===== src/rtl/pll_div_search.sv =====
module pll_div_search #(
  parameter int unsigned REF_KHZ      = 96000,
  parameter int unsigned P2_SPLIT_KHZ = 225000,
  parameter int unsigned P2_SLOW      = 10,
  parameter int unsigned P2_FAST      = 5,
  parameter int unsigned N_FIRST      = 1,
  parameter int unsigned N_LAST       = 4,
  parameter int unsigned M1_FIRST     = 23,
  parameter int unsigned M1_LAST      = 16,
  parameter int unsigned M2_FIRST     = 11,
  parameter int unsigned M2_LAST      = 5,
  parameter int unsigned P1_FIRST     = 8,
  parameter int unsigned P1_LAST      = 1,
  parameter int unsigned DW           = 32
) (
  input  logic                clk,
  input  logic                rst_n,
  input  logic                start,
  input  logic [DW-1:0]       target_khz,
  output logic                busy,
  output logic                done,
  output logic                found,
  output logic [7:0]          n_sel,
  output logic [7:0]          m1_sel,
  output logic [7:0]          m2_sel,
  output logic [7:0]          p1_sel,
  output logic [3:0]          p2_sel,
  output logic [DW-1:0]       err_khz,
  output logic [31:0]         fp_word,
  output logic [P1_FIRST-1:0] p1_onehot
);
  localparam int unsigned IW  = 8;
  localparam int unsigned P1W = P1_FIRST;
  localparam int unsigned CW  = $clog2(DW);

  typedef enum logic [2:0] {S_IDLE, S_VLOAD, S_VDIV, S_DLOAD, S_DDIV, S_CMP} st_t;
  st_t st;

  logic [DW-1:0] tgt, vco, dot, best_err;
  logic [3:0]    p2w;
  logic [IW-1:0] n, m1, m2, p1, bn, bm1, bm2, bp1;
  logic [DW-1:0] dq, dr, dd;
  logic [CW-1:0] cnt;
  logic          ok;

  logic [DW-1:0] mul_w, ndiv, pdiv, cand_err, rem_nx, q_nx, fin_err;
  logic [DW:0]   shifted;
  logic          ge, win, last_p1, last_m2, last_m1, last_n;

  assign mul_w   = DW'(32'd5 * (32'(m1) + 32'd2) + 32'(m2) + 32'd2);
  assign ndiv    = DW'(n) + DW'(2);
  assign pdiv    = DW'(p1) * DW'(p2w);
  assign shifted = {dr, dq[DW-1]};
  assign ge      = shifted >= {1'b0, dd};
  assign rem_nx  = ge ? DW'(shifted - {1'b0, dd}) : DW'(shifted);
  assign q_nx    = {dq[DW-2:0], ge};

  assign cand_err = (dot > tgt) ? dot - tgt : tgt - dot;
  assign win      = cand_err < best_err;
  assign fin_err  = win ? cand_err : best_err;
  assign last_p1  = p1 == IW'(P1_LAST);
  assign last_m2  = m2 == IW'(M2_LAST);
  assign last_m1  = m1 == IW'(M1_LAST);
  assign last_n   = n  == IW'(N_LAST);

  assign busy      = st != S_IDLE;
  assign fp_word   = {8'd0, n_sel, m1_sel, m2_sel};
  assign p1_onehot = (p1_sel == '0) ? '0 : (P1W'(1) << (p1_sel - 8'd1));

  always_ff @(posedge clk) begin
    if (!rst_n) begin
      st <= S_IDLE;
      tgt <= '0; vco <= '0; dot <= '0; best_err <= '1; p2w <= '0;
      n <= '0; m1 <= '0; m2 <= '0; p1 <= '0;
      bn <= '0; bm1 <= '0; bm2 <= '0; bp1 <= '0;
      dq <= '0; dr <= '0; dd <= '0; cnt <= '0;
      done <= 1'b0; found <= 1'b0; err_khz <= '0;
      n_sel <= '0; m1_sel <= '0; m2_sel <= '0; p1_sel <= '0; p2_sel <= '0;
      ok <= 1'b0;
    end else begin
      ok   <= 1'b1;
      done <= 1'b0;
      case (st)
        S_IDLE: if (start) begin
          tgt      <= target_khz;
          p2w      <= (target_khz <= DW'(P2_SPLIT_KHZ)) ? 4'(P2_SLOW) : 4'(P2_FAST);
          n        <= IW'(N_FIRST);
          m1       <= IW'(M1_FIRST);
          m2       <= IW'(M2_FIRST);
          p1       <= IW'(P1_FIRST);
          best_err <= '1;
          st       <= S_VLOAD;
        end
        S_VLOAD: begin
          dq  <= DW'(REF_KHZ) * mul_w + (ndiv >> 1);
          dd  <= ndiv;
          dr  <= '0;
          cnt <= '0;
          st  <= S_VDIV;
        end
        S_VDIV: begin
          dq  <= q_nx;
          dr  <= rem_nx;
          cnt <= cnt + 1'b1;
          if (cnt == CW'(DW-1)) begin
            vco <= q_nx;
            st  <= S_DLOAD;
          end
        end
        S_DLOAD: begin
          dq  <= vco + (pdiv >> 1);
          dd  <= pdiv;
          dr  <= '0;
          cnt <= '0;
          st  <= S_DDIV;
        end
        S_DDIV: begin
          dq  <= q_nx;
          dr  <= rem_nx;
          cnt <= cnt + 1'b1;
          if (cnt == CW'(DW-1)) begin
            dot <= q_nx;
            st  <= S_CMP;
          end
        end
        S_CMP: begin
          if (win) begin
            best_err <= cand_err;
            bn <= n; bm1 <= m1; bm2 <= m2; bp1 <= p1;
          end
          if (!last_p1) begin
            p1 <= p1 - 1'b1;
            st <= S_DLOAD;
          end else begin
            p1 <= IW'(P1_FIRST);
            st <= S_VLOAD;
            if (!last_m2) m2 <= m2 - 1'b1;
            else begin
              m2 <= IW'(M2_FIRST);
              if (!last_m1) m1 <= m1 - 1'b1;
              else begin
                m1 <= IW'(M1_FIRST);
                if (!last_n) n <= n + 1'b1;
                else begin
                  st      <= S_IDLE;
                  done    <= 1'b1;
                  err_khz <= fin_err;
                  found   <= fin_err != '1;
                  n_sel   <= win ? n  : bn;
                  m1_sel  <= win ? m1 : bm1;
                  m2_sel  <= win ? m2 : bm2;
                  p1_sel  <= win ? p1 : bp1;
                  p2_sel  <= p2w;
                end
              end
            end
          end
        end
        default: st <= S_IDLE;
      endcase
    end
  end

  p_done_pulse_r2: assert property (@(posedge clk) disable iff (!rst_n)
    done |=> !done);
  p_done_idle_r2: assert property (@(posedge clk) disable iff (!rst_n)
    done |-> !busy);
  p_tgt_kept_r9: assert property (@(posedge clk) disable iff (!rst_n)
    (ok && busy && $past(busy)) |-> $stable(tgt));
  p_hold_r10: assert property (@(posedge clk) disable iff (!rst_n)
    (ok && !done) |-> ($stable(err_khz) && $stable(fp_word) && $stable(p1_sel)));
  p_best_mono_r4: assert property (@(posedge clk) disable iff (!rst_n)
    (ok && busy && $past(busy)) |-> (best_err <= $past(best_err)));
  p_idx_range_r5: assert property (@(posedge clk) disable iff (!rst_n)
    busy |-> (n >= IW'(N_FIRST) && n <= IW'(N_LAST) &&
              p1 >= IW'(P1_LAST) && p1 <= IW'(P1_FIRST)));
  p_onehot_r8: assert property (@(posedge clk) disable iff (!rst_n)
    done |=> ($countones(p1_onehot) == 1));
endmodule


===== config.mk =====
export PLATFORM = sky130hd
export DESIGN_NAME = pll_div_search
export DESIGN_NICKNAME = d
export VERILOG_FILES = /design/src/rtl/pll_div_search.sv
export SDC_FILE = /design/constraint.sdc
export NUM_CORES = 1
export LEC_CHECK = 0
export ABC_CLOCK_PERIOD_IN_PS = 7080
export BUFFER_PORTS_ARGS = -buffer_cell sky130_fd_sc_hd__buf_2
export CAP_MARGIN = 20
export CORE_MARGIN = 8
export CORE_UTILIZATION = 50
export CTS_CLUSTER_SIZE = 24
export DETAILED_ROUTE_END_ITERATION = 16
export PLACE_DENSITY = 0.72
export SLEW_MARGIN = 20
export SYNTH_ARGS = -nofsm -noshare
export SYNTH_HDL_FRONTEND = slang
export SYNTH_SLANG_ARGS = --single-unit

===== constraint.sdc =====
create_clock -name clk -period 7.08 [get_ports clk]
set_clock_uncertainty 0.15 [all_clocks]
set_input_delay 0 -clock clk [delete_from_list [all_inputs] [get_ports clk]]
set_output_delay 0 -clock clk [all_outputs]
set_load 0.02 [all_outputs]

# After elaboration in Yosys (flattened, before gate mapping)
# Index checks and enable logic that the tools add are counted.
word_totals:
  reg_bits: 370
  input_bits: 35
  output_inout_bits: 111
classes:
  addsub: 15
  mul: 3
  order_cmp: 4
  n_eq_ne: 18
  n_shift: 1
  n_mux: 42
  reduce_logical: 19
ops:
  columns: ["operator", "n"]
  rows:
  - ["$pmux 32 s2", 3]
  - ["$mux 8", 19]
  - ["$mux 32", 4]
  - ["$pmux 32 s3", 1]
  - ["$sub 32x32->32", 3]
  - ["$pmux 8 s2", 4]
  - ["$ge 33x32->1", 1]
  - ["$add 31x8->32", 1]
  - ["$add 32x11->32", 1]
  - ["$gt 32x32->1", 1]
  - ["$le 32x18->1 const B", 1]
  - ["$lt 32x32->1", 1]
  - ["$ne 32x32->1 const B", 1]
  - ["$sub 8x1->8 const B", 4]
  - ["$mul 9x14->23 const A", 1]
  - ["$add 8x2->9 const B", 2]
  - ["$pmux 3 s6", 1]
  - ["$eq 8x3->1 const B", 2]
  - ["$add 13x2->14 const B", 1]
  - ["$ne 2x2->1 const B", 7]
  - ["$add 12x8->13", 1]
  - ["$mul 3x9->12 const A", 1]
  - ["$mul 8x4->12", 1]
  - ["$pmux 5 s2", 1]
  - ["23 further kinds", 39]

# Logic depth before layout (Yosys ltp)
depth:
  depth_word: 7
  depth_mapped: 35

# Worst setup path after synthesis
# No wires, ideal clock.
synth_timing:
  path_kind: "register to register"
  startpoint: "register m1[1]"
  endpoint: "register dq[29]"
  setup_time_ns: 0.074
  t_arrival_ns: 7.363
  required_time_ns: 6.856
  setup_slack_ns: -0.507
  stages_incl_launch_ff: 34
  n_path_buf: 0
  period_less_slack_ns: 7.587
  cell_sequence: "dfxtp_1 > inv_1 > ha_1 > ha_1 > inv_1 > fa_1 > inv_1 > ha_1 > inv_1 > o21bai_1 > a21oi_1 > o21ai_0 > a21o_1 > nand2_1 > nor3b_1 > nor2_1 > xor2_1 > ha_1 > inv_1 > fa_1 > inv_1 > fa_1 > inv_1 > fa_1 > inv_1 > ha_1 > nand3_1 > o21ai_0 > o211ai_1 > o21a_1 > o21ai_0 > a21oi_1 > or3b_2 > a31oi_1"
synth_between:
  elab_chain_len: 7
synth_rtl:
  columns: ["item", "line", "source"]
  rows:
  - ["start: declaration", "41", "logic [IW-1:0] n, m1, m2, p1, bn, bm1, bm2, bp1;"]
  - ["start signal: assignment", "88", "m1 <= IW'(M1_FIRST);"]
  - ["start signal: assignment", "140", "if (!last_m1) m1 <= m1 - 1'b1;"]
  - ["start signal: assignment", "142", "m1 <= IW'(M1_FIRST);"]
  - ["$add 8x2->9", "50", "assign mul_w = DW'(32'd5 * (32'(m1) + 32'd2) + 32'(m2) + 32'd2);"]
  - ["$mul 3x9->12", "50", null]
  - ["$add 12x8->13", "50", null]
  - ["$add 13x2->14", "50", null]
  - ["$mul 9x14->23", "95", "dq <= DW'(REF_KHZ) * mul_w + (ndiv >> 1);"]
  - ["$add 31x8->32", "95", null]
  - ["$pmux 32 s3", "83", "case (st)"]
  - ["end signal: assignment", "95", null]
  - ["end signal: assignment", "102", "dq <= q_nx;"]
  - ["end signal: assignment", "111", "dq <= vco + (pdiv >> 1);"]
  - ["end: declaration", "42", "logic [DW-1:0] dq, dr, dd;"]
# Every way passes these cells.
# A chain may end at the register's enable or synchronous reset.

# Final worst setup path
# Same ends and word-level chain as after synthesis.

==> impl_metrics.py <==
metrics = {
    "status": {
        "status": "finished with violations",
        "violations": "setup timing",
    },
    "yosys": {
        "synth.distinct_cells": 74,
        "synth_seq_cells": 346,
        "synth.avg_cell_area_sq_um": 7.796,
        "synth_edf_count": 0,
        "yosysWarnings": 0,
        "synth.cell_area_sq_mm": 0.02435,
        "ys_seq_area_share_pct": 28.45,
        "synthFlopType": "dfxtp_1",
        "synthCells": 3123,
        "synthArstFlopShare_pct": 0,
    },
    "layout": {
        "drive_above_1_share_pct": 12.63,
        "antenna-diode-count": 0,
        "fin_util_pct": 57.91,
        "area_growth_pct": 15.46,
        "fillers": 4309,
        "layout_common_cells": "360 x nand2_1, 342 x dfxtp_1, 336 x nor2_1",
        "final_cells": 3916,
        "final_nets": 3597,
        "mostFrequentLayoutCell": "nand2_1",
    },
    "worst_setup_path": {
        "r2r_end": "dq[29]$_SDFFE_PN0P_",
        "critPathSlowestCell": "fa_1",
        "critPathLaunchType": "flip-flop",
        "required_ns": 7.41,
        "critPathCaptureType": "flip-flop",
        "arrival_ns": 7.48,
        "r2r_setup_slack_ns": -0.07,
        "crit_type": "reg -> reg",
        "worstReg2RegStart": "m1[1]$_SDFFE_PN0P_",
        "r2r_cells": 34,
        "slowest_delay_ns": 0.57,
        "worstPathMaxFanout": 4,
    },
    "floorplanning": {
        "die_area_sq_mm": 0.05601,
        "dieWidth_um": 236.7,
        "rows": 81,
        "ioPinCount": 146,
        "initial_utilization_pct": 50.15,
        "die_h_um": 236.7,
        "core_sq_mm": 0.04855,
    },
    "sta": {
        "rsz0062_at_grt": "yes",
        "slew_viol_final": 0,
        "max_freq_mhz": 139.9,
        "finalSetupViolations": 2,
        "slew_headroom_pct": 27.54,
        "fin_ws_ns": -0.07005,
        "hold_viol_final": 0,
        "min_period_ns": 7.150,
        "tightest_slew_ns": 1.084,
        "timing.hold.ws_ns": 0.09145,
        "period_share_pct": 101.0,
    },
    "placement": {
        "hpwl_um": 51730,
        "port_buffers": 137,
        "gp_congestion": 0.9789,
        "dp.cells": 3793,
    },
    "cts": {
        "clkTransAtPathRegs_ns": 0.06,
        "clock-sinks": 346,
        "cts-root-buf": "clkbuf_16",
        "clockBufferDepth": 3,
        "clk_latency_ns": 0.55,
        "tritoncts": "done",
        "cts_max_level": 2,
        "cts_made_buffers": 41,
    },
    "route": {
        "dr.max_layer_used": "met5",
        "dr_total_vias": 22150,
        "drc": 0,
        "wl_um": 69210,
        "wl_met1_um": 28400,
        "ant_nets": 0,
        "dr_wl_met3_um": 3508,
        "wl_per_cell_um": 17.67,
        "first_iter_violations": 1526,
        "drtPass1Iterations": 6,
        "wl_met2_um": 34260,
        "vias_per_cell": 5.656,
    },
    "worst_hold_path": {
        "min_to": "tgt[30]$_SDFFE_PN0P_",
        "hold_start": "target_khz[30]",
        "whs_path_depth": 4,
        "hp-class": "in -> reg",
    },
    "global_route": {
        "grt_usage_pct": 23.57,
        "antenna_found_initial": 1,
        "grt_pass1_wl_um": 110600,
        "grt_overflow": 0,
        "grt_pass1_vias": 21910,
        "grt_start_max_net_pins": 108,
    },
    "job": {
        "cap_violations": 0,
    },
}
==> flip-flops by register name (all words and copies together) (netlist names), 12 cells and up <==
register,flops
best_err,32
dd,12
dot,32
dq,32
dr,32
err_khz,32
tgt,32
vco,32
==> cell type report <==
cell class / count / area [sq um] / share of cell area [%]
Clock buffer: 56 / 1184 / 4.211
Timing Repair Buffer: 290 / 1982 / 7.050
Tap cell: 622 / 778.2 / 2.769
Sequential cell: 346 / 6939 / 24.69
Inverter: 296 / 1116 / 3.970
Clock inverter: 15 / 150.1 / 0.5341
Multi-Input combinational cell: 2291 / 15960 / 56.78
==> cell families (layout without fill, tap and decap cells) <==
logic type | after synthesis | count (layout) | synth area share (%)
and+or+nand+nor | 979 | 979 | 17.73
AOI/OAI and AO/OA | 755 | 755 | 18.58
buffers and inverters | 493 | 657 | 8.197
DFF | 346 | 346 | 28.45
adders and majority gates | 296 | 296 | 17.34
xor gates and xnor gates | 146 | 146 | 5.252
muxes | 107 | 107 | 4.435
other | 1 | 8 | 0.01540
==> worst max-delay path by stage <==
stage | from | slack (ns) | cells after the start | endpoint
global placement | m1[1]$_SDFFE_PN0P_ | -0.17 | 31 | dq[29]$_SDFFE_PN0P_
floorplan | m1[1]$_SDFFE_PN0P_ | 0.003 | 33 | dq[29]$_SDFFE_PN0P_
finish | m1[1]$_SDFFE_PN0P_ | -0.07 | 34 | dq[29]$_SDFFE_PN0P_
detailed placement | m1[1]$_SDFFE_PN0P_ | -0.32 | 31 | dq[29]$_SDFFE_PN0P_
global route | m1[1]$_SDFFE_PN0P_ | -0.34 | 34 | dq[29]$_SDFFE_PN0P_
CTS | m1[2]$_SDFFE_PN0P_ | -0.02 | 31 | dq[29]$_SDFFE_PN0P_
==> worst max-delay path: cells and delay by family, from the launching register on <==
family | cells | cell delay, ns
buf+inv | 9 | 0.55
fa+ha+maj | 8 | 3.39
xor+xnor | 1 | 0.14
simple gates | 5 | 0.84
compound gates | 11 | 1.61
flops | 1 | 0.38
==> Yosys cell counts, types with 30 or more instances <==
cell,count,area share [%]
a21o_1,47,1.4
a21oi_1,343,7.1
and2_1,30,0.77
buf_4,35,1.1
clkbuf_1,144,2.2
dfxtp_1,346,28
fa_1,69,5.7
ha_1,227,12
inv_1,295,4.5
mux2i_1,100,4.1
nand2_1,363,5.6
nand3_1,43,0.88
nand4_1,34,0.87
nor2_1,341,5.3
nor3_1,48,0.99
o21ai_0,145,3.0
xnor2_1,80,2.9
xor2_1,66,2.4
==> per-layer routing <==
layer / GRT usage (%) / vias up
li1: - / 10800
met1: 28.27 / 10550
met2: 41.90 / 641
met3: 2.813 / 159
met4: 10.58 / 2
met5: 0 / -
==> repair_timing <==
item	CTS	global route
endpoints found under the setup margin	7	10
gates cloned	0	0
resized for setup	39	42
hold buffers	38	0
endpoints found under the hold margin	71	0
pin swaps	26	55
setup buffers	6	8
==> metrics by stage <==
step           setup slack [ns]  area [sq um]  TNS [ns]
3_3_place_gp            -0.1664         25830   -0.3044
3_5_place_dp            -0.3191         25840   -0.9084
6_report               -0.07005         28110  -0.07712
5_1_grt                 -0.3414         28110    -1.617
2_1_floorplan          0.003186         24450         0
4_1_cts                -0.01663         27790  -0.01929
Power is not shown: default switching activity piles up to over one toggle a cycle in this logic, so the estimate is an artifact.
